[src/rtl/arf_pkg.sv]
package arf_pkg;

  typedef enum logic [2:0] {
    S_IDLE,
    S_REQ,
    S_PREA,
    S_TRP,
    S_REF,
    S_RFC
  } seq_state_t;

  typedef struct packed {
    logic cs_n;
    logic ras_n;
    logic cas_n;
    logic we_n;
    logic a10;
  } dram_cmd_t;

  localparam dram_cmd_t CMD_NOP  = '{cs_n: 1'b0, ras_n: 1'b1, cas_n: 1'b1, we_n: 1'b1, a10: 1'b0};
  localparam dram_cmd_t CMD_PREA = '{cs_n: 1'b0, ras_n: 1'b0, cas_n: 1'b1, we_n: 1'b0, a10: 1'b1};
  localparam dram_cmd_t CMD_REF  = '{cs_n: 1'b0, ras_n: 1'b0, cas_n: 1'b0, we_n: 1'b1, a10: 1'b0};

endpackage

[src/rtl/arf_interval_timer.sv]
module arf_interval_timer #(
  parameter int REFI_CYC = 976
) (
  input  logic clk,
  input  logic rst,
  output logic tick
);
  localparam int CW = (REFI_CYC > 2) ? $clog2(REFI_CYC) : 1;
  localparam logic [CW-1:0] LAST = CW'(REFI_CYC - 1);

  logic [CW-1:0] cnt;

  assign tick = (cnt == LAST);

  always_ff @(posedge clk) begin
    if (rst)       cnt <= '0;
    else if (tick) cnt <= '0;
    else           cnt <= cnt + 1'b1;
  end

  AST_TICK_ISOLATED: assert property (@(posedge clk) disable iff (rst)
    tick |=> !tick);

endmodule

[src/rtl/arf_backlog.sv]
module arf_backlog #(
  parameter int BACKLOG_MAX = 8,
  parameter int URGENT_TH   = 4
) (
  input  logic clk,
  input  logic rst,
  input  logic tick,
  input  logic issue,
  output logic pend_nz,
  output logic urgent
);
  localparam int PW = $clog2(BACKLOG_MAX + 1);
  localparam logic [PW-1:0] FULL = PW'(BACKLOG_MAX);

  logic [PW-1:0] cnt, cnt_n;

  always_comb begin
    cnt_n = cnt;
    if (tick && !issue && cnt != FULL)
      cnt_n = cnt + 1'b1;
    else if (issue && !tick && cnt != '0)
      cnt_n = cnt - 1'b1;
  end

  always_ff @(posedge clk) begin
    if (rst) begin
      cnt    <= '0;
      urgent <= 1'b0;
    end else begin
      cnt    <= cnt_n;
      urgent <= (int'(cnt_n) > URGENT_TH);
    end
  end

  assign pend_nz = (cnt != '0);

  AST_NO_OVERFLOW: assert property (@(posedge clk) disable iff (rst)
    int'(cnt) <= BACKLOG_MAX);
  AST_ISSUE_DRAINS: assert property (@(posedge clk) disable iff (rst)
    (issue && !tick) |=> (cnt == $past(cnt) - 1'b1));
  AST_URGENT_MATCH: assert property (@(posedge clk) disable iff (rst)
    urgent |-> (int'(cnt) > URGENT_TH));

endmodule

[src/rtl/arf_seq_fsm.sv]
module arf_seq_fsm
  import arf_pkg::*;
#(
  parameter int NUM_BANKS = 8,
  parameter int TRP_CYC   = 2,
  parameter int TRFC_CYC  = 25
) (
  input  logic                 clk,
  input  logic                 rst,
  input  logic                 pend_nz,
  input  logic                 ref_gnt,
  input  logic [NUM_BANKS-1:0] bank_open,
  input  logic                 pre_done,
  output logic                 issue,
  output logic                 ref_req,
  output dram_cmd_t            cmd
);
  localparam int MAXC = (TRP_CYC > TRFC_CYC) ? TRP_CYC : TRFC_CYC;
  localparam int CW   = $clog2(MAXC + 1);

  seq_state_t    state, state_n;
  logic [CW-1:0] cnt, cnt_n;
  logic          all_closed;

  assign all_closed = (bank_open == '0);
  assign issue      = (state == S_REF);

  always_comb begin
    state_n = state;
    cnt_n   = cnt;
    case (state)
      S_IDLE: if (pend_nz) state_n = S_REQ;
      S_REQ: begin
        if (ref_gnt) begin
          if (!all_closed) begin
            state_n = S_PREA;
          end else begin
            state_n = S_TRP;
            cnt_n   = '0;
          end
        end
      end
      S_PREA: begin
        state_n = S_TRP;
        cnt_n   = CW'(TRP_CYC - 1);
      end
      S_TRP: begin
        if (cnt != '0)                  cnt_n   = cnt - 1'b1;
        else if (pre_done && all_closed) state_n = S_REF;
      end
      S_REF: begin
        state_n = S_RFC;
        cnt_n   = CW'(TRFC_CYC - 1);
      end
      S_RFC: begin
        if (cnt != '0) cnt_n   = cnt - 1'b1;
        else           state_n = S_IDLE;
      end
      default: state_n = S_IDLE;
    endcase
  end

  always_ff @(posedge clk) begin
    if (rst) begin
      state   <= S_IDLE;
      cnt     <= '0;
      ref_req <= 1'b0;
      cmd     <= CMD_NOP;
    end else begin
      state   <= state_n;
      cnt     <= cnt_n;
      ref_req <= (state_n != S_IDLE);
      if (state_n == S_PREA)     cmd <= CMD_PREA;
      else if (state_n == S_REF) cmd <= CMD_REF;
      else                       cmd <= CMD_NOP;
    end
  end

  AST_CMD_NEEDS_BUS: assert property (@(posedge clk) disable iff (rst)
    (cmd != CMD_NOP) |-> ref_req);
  AST_REF_AFTER_DONE: assert property (@(posedge clk) disable iff (rst)
    (cmd == CMD_REF) |-> ($past(pre_done) && ($past(bank_open) == '0)));
  AST_HOLDOFF_QUIET: assert property (@(posedge clk) disable iff (rst)
    (cmd == CMD_REF) |=> ((cmd == CMD_NOP) && ref_req));
  AST_PREA_THEN_WAIT: assert property (@(posedge clk) disable iff (rst)
    (cmd == CMD_PREA) |=> (cmd == CMD_NOP));

endmodule

[src/rtl/arf_scheduler.sv]
module arf_scheduler
  import arf_pkg::*;
#(
  parameter int NUM_BANKS   = 8,
  parameter int WINDOW_US   = 64000,
  parameter int CLK_MHZ     = 125,
  parameter int ROWS        = 8192,
  parameter int TRP_CYC     = 2,
  parameter int TRFC_CYC    = 25,
  parameter int BACKLOG_MAX = 8,
  parameter int URGENT_TH   = 4
) (
  input  logic                 clk,
  input  logic                 rst,
  input  logic                 ref_gnt,
  input  logic [NUM_BANKS-1:0] bank_open,
  input  logic                 pre_done,
  output logic                 ref_req,
  output logic                 ref_urgent,
  output logic                 cmd_cs_n,
  output logic                 cmd_ras_n,
  output logic                 cmd_cas_n,
  output logic                 cmd_we_n,
  output logic                 cmd_a10
);
  localparam int REFI_CYC = (WINDOW_US * CLK_MHZ) / ROWS;

  logic      tick, issue, pend_nz;
  dram_cmd_t cmd;

  arf_interval_timer #(.REFI_CYC(REFI_CYC)) u_timer (
    .clk  (clk),
    .rst  (rst),
    .tick (tick)
  );

  arf_backlog #(.BACKLOG_MAX(BACKLOG_MAX), .URGENT_TH(URGENT_TH)) u_backlog (
    .clk     (clk),
    .rst     (rst),
    .tick    (tick),
    .issue   (issue),
    .pend_nz (pend_nz),
    .urgent  (ref_urgent)
  );

  arf_seq_fsm #(.NUM_BANKS(NUM_BANKS), .TRP_CYC(TRP_CYC), .TRFC_CYC(TRFC_CYC)) u_seq (
    .clk       (clk),
    .rst       (rst),
    .pend_nz   (pend_nz),
    .ref_gnt   (ref_gnt),
    .bank_open (bank_open),
    .pre_done  (pre_done),
    .issue     (issue),
    .ref_req   (ref_req),
    .cmd       (cmd)
  );

  assign cmd_cs_n  = cmd.cs_n;
  assign cmd_ras_n = cmd.ras_n;
  assign cmd_cas_n = cmd.cas_n;
  assign cmd_we_n  = cmd.we_n;
  assign cmd_a10   = cmd.a10;

endmodule

[config.mk]
export PLATFORM = sky130hd
export DESIGN_NAME = arf_scheduler
export DESIGN_NICKNAME = d
export VERILOG_FILES = /design/src/rtl/arf_pkg.sv /design/src/rtl/arf_interval_timer.sv /design/src/rtl/arf_backlog.sv /design/src/rtl/arf_seq_fsm.sv /design/src/rtl/arf_scheduler.sv
export SDC_FILE = /design/constraint.sdc
export NUM_CORES = 1
export LEC_CHECK = 0
export ABC_AREA = 0
export BUFFER_PORTS_ARGS = -buffer_cell sky130_fd_sc_hd__buf_4
export CAP_MARGIN = 25
export CORE_MARGIN = 5
export CORE_UTILIZATION = 50
export CTS_BUF_LIST = sky130_fd_sc_hd__clkbuf_8
export DETAILED_ROUTE_END_ITERATION = 10
export PLACE_DENSITY = 0.83
export REMOVE_ABC_BUFFERS = 1
export SKIP_LAST_GASP = 1
export SYNTH_ARGS = -nofsm -noshare
export SYNTH_HDL_FRONTEND = slang
export SYNTH_SLANG_ARGS = --single-unit
[constraint.sdc]
create_clock -name clk -period 4 [get_ports clk]
set_input_delay 1.2 -clock clk [delete_from_list [all_inputs] [get_ports clk]]
set_output_delay 1.2 -clock clk [all_outputs]
set_load 0.1 [all_outputs]
* After elaboration in Yosys (flattened, before gate mapping)
Cells that the tools add are included.
** Cells by class
- Multipliers :: 0
- Multiplexer cells :: 15
- Eq/ne operators :: 12
- Add/sub/neg operators :: 4
- Bitwise operators :: 0
- Div/mod/pow operators :: 0
- Shifts and indexed selects :: 0
- Magnitude comparators :: 1
- Reduce and logical (&&, ||, !) cells :: 17
** Operator list (number)
- 5-bit case mux with 4 select lines :: 1
- 3-bit case mux with 6 select lines :: 1
- 4-bit 2-to-1 mux :: 4
- 3-bit 2-to-1 mux :: 5
- 5-bit 2-to-1 mux :: 3
- 10-bit by 1-bit adder with 10-bit output, second input constant :: 1
- 10-bit == test, second input constant :: 1
- 3-bit by 2-bit == test with 1-bit output, second input constant :: 3
- 3-bit == test, second input constant :: 3
- 8-bit logical NOT :: 1
- 4-bit nonzero test :: 2
- 2-bit OR reduction :: 3
- 1-bit logical AND :: 5
- 5-bit nonzero test :: 1
- 5-bit by 1-bit subtractor with 5-bit output, second input constant :: 1
- 4-bit by 1-bit adder with 4-bit output, second input constant :: 1
- 4-bit by 3-bit greater-than comparator with 1-bit output, second input constant :: 1
- 2-bit by 1-bit != test with 1-bit output, second input constant :: 2
- 4-bit != test, second input constant :: 1
- 4-bit AND reduction :: 1
- 4-bit by 1-bit subtractor with 4-bit output, second input constant :: 1
- 3-bit by 1-bit == test with 1-bit output, second input constant :: 1
- 3-bit logical NOT :: 1
- 3-bit nonzero test :: 1
- other kinds (3) :: 4
** Storage, ports and cells
- Input bits :: 12
- Memories kept :: 0
- Latch bits :: 0
- Register bits :: 29
- Word-level logic and storage cells :: 60
- Output and inout bits :: 7
- Bits in read-only memories :: 0
- Bits in writable memories :: 0

* Depth between registers and ports, before layout
- Word-level depth :: 8
- Depth in mapped cells :: 7

* By module
A second synthesis with hierarchy kept.
** Unflattened totals
- Cell total of the unflattened synthesis :: 176
- Area total of the unflattened synthesis :: 1546.5 sq um
** By module, submodules not included
- arf_seq_fsm :: area an instance 789.5 sq um, instances 1, cells an instance 92, seq. area each 260.2 sq um
- arf_interval_timer :: area an instance 455.4 sq um, instances 1, cells an instance 50, seq. area each 200.2 sq um
- arf_backlog :: area an instance 301.5 sq um, instances 1, cells an instance 34, seq. area each 100.1 sq um

* Least setup slack after synthesis
OpenSTA, ideal clock, no wires.
- Kind :: input-to-reg
- From :: input bank_open[5]
- To :: register u_seq.cnt[2]
- Path buffers :: 0
- Data arrival time :: 2.432 ns
- Stages :: 5
- Setup time :: 0.071 ns
- Setup slack :: 1.497 ns
- Cells stage by stage :: nor4_2 and4_1 a211oi_2 or4b_1 a21oi_1
** Between the ends
- Cells in the longest elaborated chain, start to end :: 3
** Ends and longest elaborated chain
- from (decl) :: RTL line arf_scheduler.sv:16 : input logic [NUM_BANKS-1:0] bank_open,
- 8-bit logical NOT :: RTL line arf_seq_fsm.sv:25 : assign all_closed = (bank_open == '0);
- 2-bit by 1-bit != test with 1-bit output (no source line)
- 4-bit AND reduction (no source line)
- to (signal assigned) :: RTL line arf_seq_fsm.sv:71 : cnt <= cnt_n;
- to (decl) :: RTL line arf_seq_fsm.sv:22 : logic [CW-1:0] cnt, cnt_n;
Every way passes these cells.
A chain may end at the register's enable or synchronous reset.

* Worst setup path in the final report
- From :: input bank_open[1]
- To :: register u_seq.cnt[2]
The elaborated chain is that of the path after synthesis.

==> metrics.txt <==
status=finished, final reports clean; layout cells sized above 1=0.165; Post-CTS Setup Inserts=0; cell row count=19; Max clock buf depth=2; Area growth, synth to finish=13.1%; Switching Power=189 uW; WP data required=4.21 ns; Comb power frac=0.195; GP Congestion=0.841; Distinct cells, synth=49; Most used DFF post-synth=dfxtp_1; largest net degree at the start of global routing=18; Leakage=0.646 nW; final setup violation count=0; Worst slew margin=0.590; post-CTS sizing=0; gr ovfl total=0; # DRC=0; commonest non-fill, non-tap cell in the layout=dfxtp_1; cell family with most CP delay=simple AND/OR/NAND/NOR gates; DP Wirelength=2.25 mm; Die W=64.1 um; final cell count without fillers=213; Post-synth EDFFs=0; area of the multi-input gates=828 um^2; Syn. warnings=0; # hold bufs at CTS=0; vias in the first global route=1173; Die Area=4110 um^2; Final Hold Fails=0; Tcrit/Tclk final=0.609; Reg clk slew, reported paths=0.09 ns; wire per inst=13.8 um; Yosys reg bits=28; crit path DAT=2.65 ns; Hold Path Cell Cnt=1; CTS tree=built; post-route antenna net violation count=0; core area=2780 um^2; die height=64.1 um; Worst-Margin Slew=0.613 ns; Setup Skew=0.00537 ns; first-pass GRT wire length=5.03 mm; IO Port Bufs=17; Sequential Power Share=0.465; max frequency=0.410 GHz; CTS Root Cell=clkbuf_8; Avg Cell Area, Syn=8.72 um^2; Clock power frac=0.341; Gate Count Post-Synth=168; wirelength, routed=2.93 mm; Final Max Tran Viols=0; most used cells in the layout excluding fill and tap cells=dfxtp_1 (28), nor2_1 (21), buf_4 (17); GRT Total Usage=0.149; first-pass detailed-route iteration total=4; register area share after synthesis=0.383; filler instances=242; antenna violations before repair=0; CTS sink count=28; sw frac=0.288; CTS Buf Count=3; RSZ-0062 raised after global routing=false; Vias/cell=5.66; Initial Utilization=0.527; Post-Place Cells=209; WP buf/inv=1; htree depth=1; Setup TNS=0 ns; post-synthesis cell area=1470 um^2; FFs w/ async S/R, synth=0; min-delay worst type=reg -> reg; critical path peak fanout=10; diode count=0; CP max-delay cell=or4b_1; Power Density=396 nW/um^2; Iter 0 DRT Violations=32; CP Launch Type=input port; vias=1206; WP depth=6; I/O pin total=19; WS Path Type=in -> reg; Max Cap Viol=0; nets@finish=200; clk_lat worst skew=0.28 ns; CP max stage delay=0.52 ns; worst-path cell chain=buf_4 -> nor4_2 -> and4_1 -> a211oi_2 -> or4b_1 -> a21oi_1; Max VDD drop=0.311 mV; Final min period=2.44 ns; Reg area=561 um^2; critical path endpoint category=flip-flop; R2R cell count=6; total internal power=467 uW
[metal layers]
| metal | track usage | up-vias | wire [um] |
|---|---|---|---|
| li1 | - | 609 | - |
| met3 | 0.0280 | 3 | 122 |
| met2 | 0.266 | 28 | 1550 |
| met5 | 0 | - | 0 |
| met1 | 0.177 | 566 | 1220 |
| met4 | 0.0534 | 0 | 27 |
[flip-flops by register name (all words and copies together), names as in the netlist]
register / count
u_backlog.cnt: 4
u_backlog.urgent: 1
u_seq.cmd: 4
u_seq.cnt: 5
u_seq.ref_req: 1
u_seq.state: 3
u_timer.cnt: 10
[final cells by class]
| class | count | share of cell area |
|---|---|---|
| clock buffers | 3 | 0.0249 |
| clock inverters | 1 | 0.0181 |
| inverters | 8 | 0.0181 |
| multi-input cells | 125 | 0.500 |
| flip-flops and latches | 28 | 0.338 |
| well taps | 31 | 0.0234 |
| repair buffers | 17 | 0.0770 |
[power by group through the flow]
stage / Clock [mW] / Combinational, mW / Sequential [mW]
global placement: 0 / 0.122 / 0.310
floorplan: 0 / 0.0563 / 0.345
detailed placement: 0 / 0.127 / 0.311
finish: 0.223 / 0.128 / 0.305
CTS: 0.230 / 0.127 / 0.305
global route: 0.242 / 0.137 / 0.307
[Yosys cell counts, types with 2 or more instances]
cell type / count / area share
nor4_2: 2 / 0.017
clkbuf_1: 3 / 0.0077
nor2_1: 21 / 0.054
dfxtp_1: 28 / 0.38
nor2b_1: 2 / 0.0085
a21oi_1: 10 / 0.034
nand2_1: 11 / 0.028
o21bai_1: 2 / 0.010
or3_1: 2 / 0.0085
ha_1: 5 / 0.043
mux2i_1: 3 / 0.020
buf_6: 2 / 0.015
xnor2_1: 7 / 0.042
nor3_1: 6 / 0.020
o21ai_0: 8 / 0.027
inv_1: 8 / 0.020
nand3_1: 6 / 0.020
a211oi_1: 2 / 0.010
xor2_1: 3 / 0.018
or4b_1: 2 / 0.014
and3_1: 4 / 0.017
nand2b_1: 4 / 0.017
[final timing paths]
kind | slack, ns | start | end
worst min register to register | 0.46 | u_timer.cnt[0]$_SDFF_PP0_ | u_timer.cnt[0]$_SDFF_PP0_
worst max register to register | 1.84 | u_timer.cnt[0]$_SDFF_PP0_ | u_backlog.urgent$_SDFF_PP0_
worst max-delay path | 1.56 | bank_open[1] | u_seq.cnt[2]$_SDFFE_PP0P_
worst min-delay path | 0.46 | u_timer.cnt[0]$_SDFF_PP0_ | u_timer.cnt[0]$_SDFF_PP0_
[cells by family after synthesis]
family,synth area share
compound gates,0.151
xor+xnor,0.0598
fa+ha+maj,0.0427
buf+inv,0.0521
flops,0.383
mux,0.0205
other cells,0.00256
simple gates,0.289
[per-stage QoR]
stage	cell area (um^2)	hold WS (ns)	worst slack, ns	utilization	total power [mW]
floorplan	1420	0.413	1.50	-	0.401
global placement	1590	0.425	1.32	0.570	0.432
detailed placement	1590	0.443	1.28	0.570	0.438
CTS	1660	0.462	1.57	0.596	0.662
global route	1660	0.484	1.39	0.596	0.686
finish	1660	0.462	1.56	0.596	0.656
(Power assumes the default switching activity.)
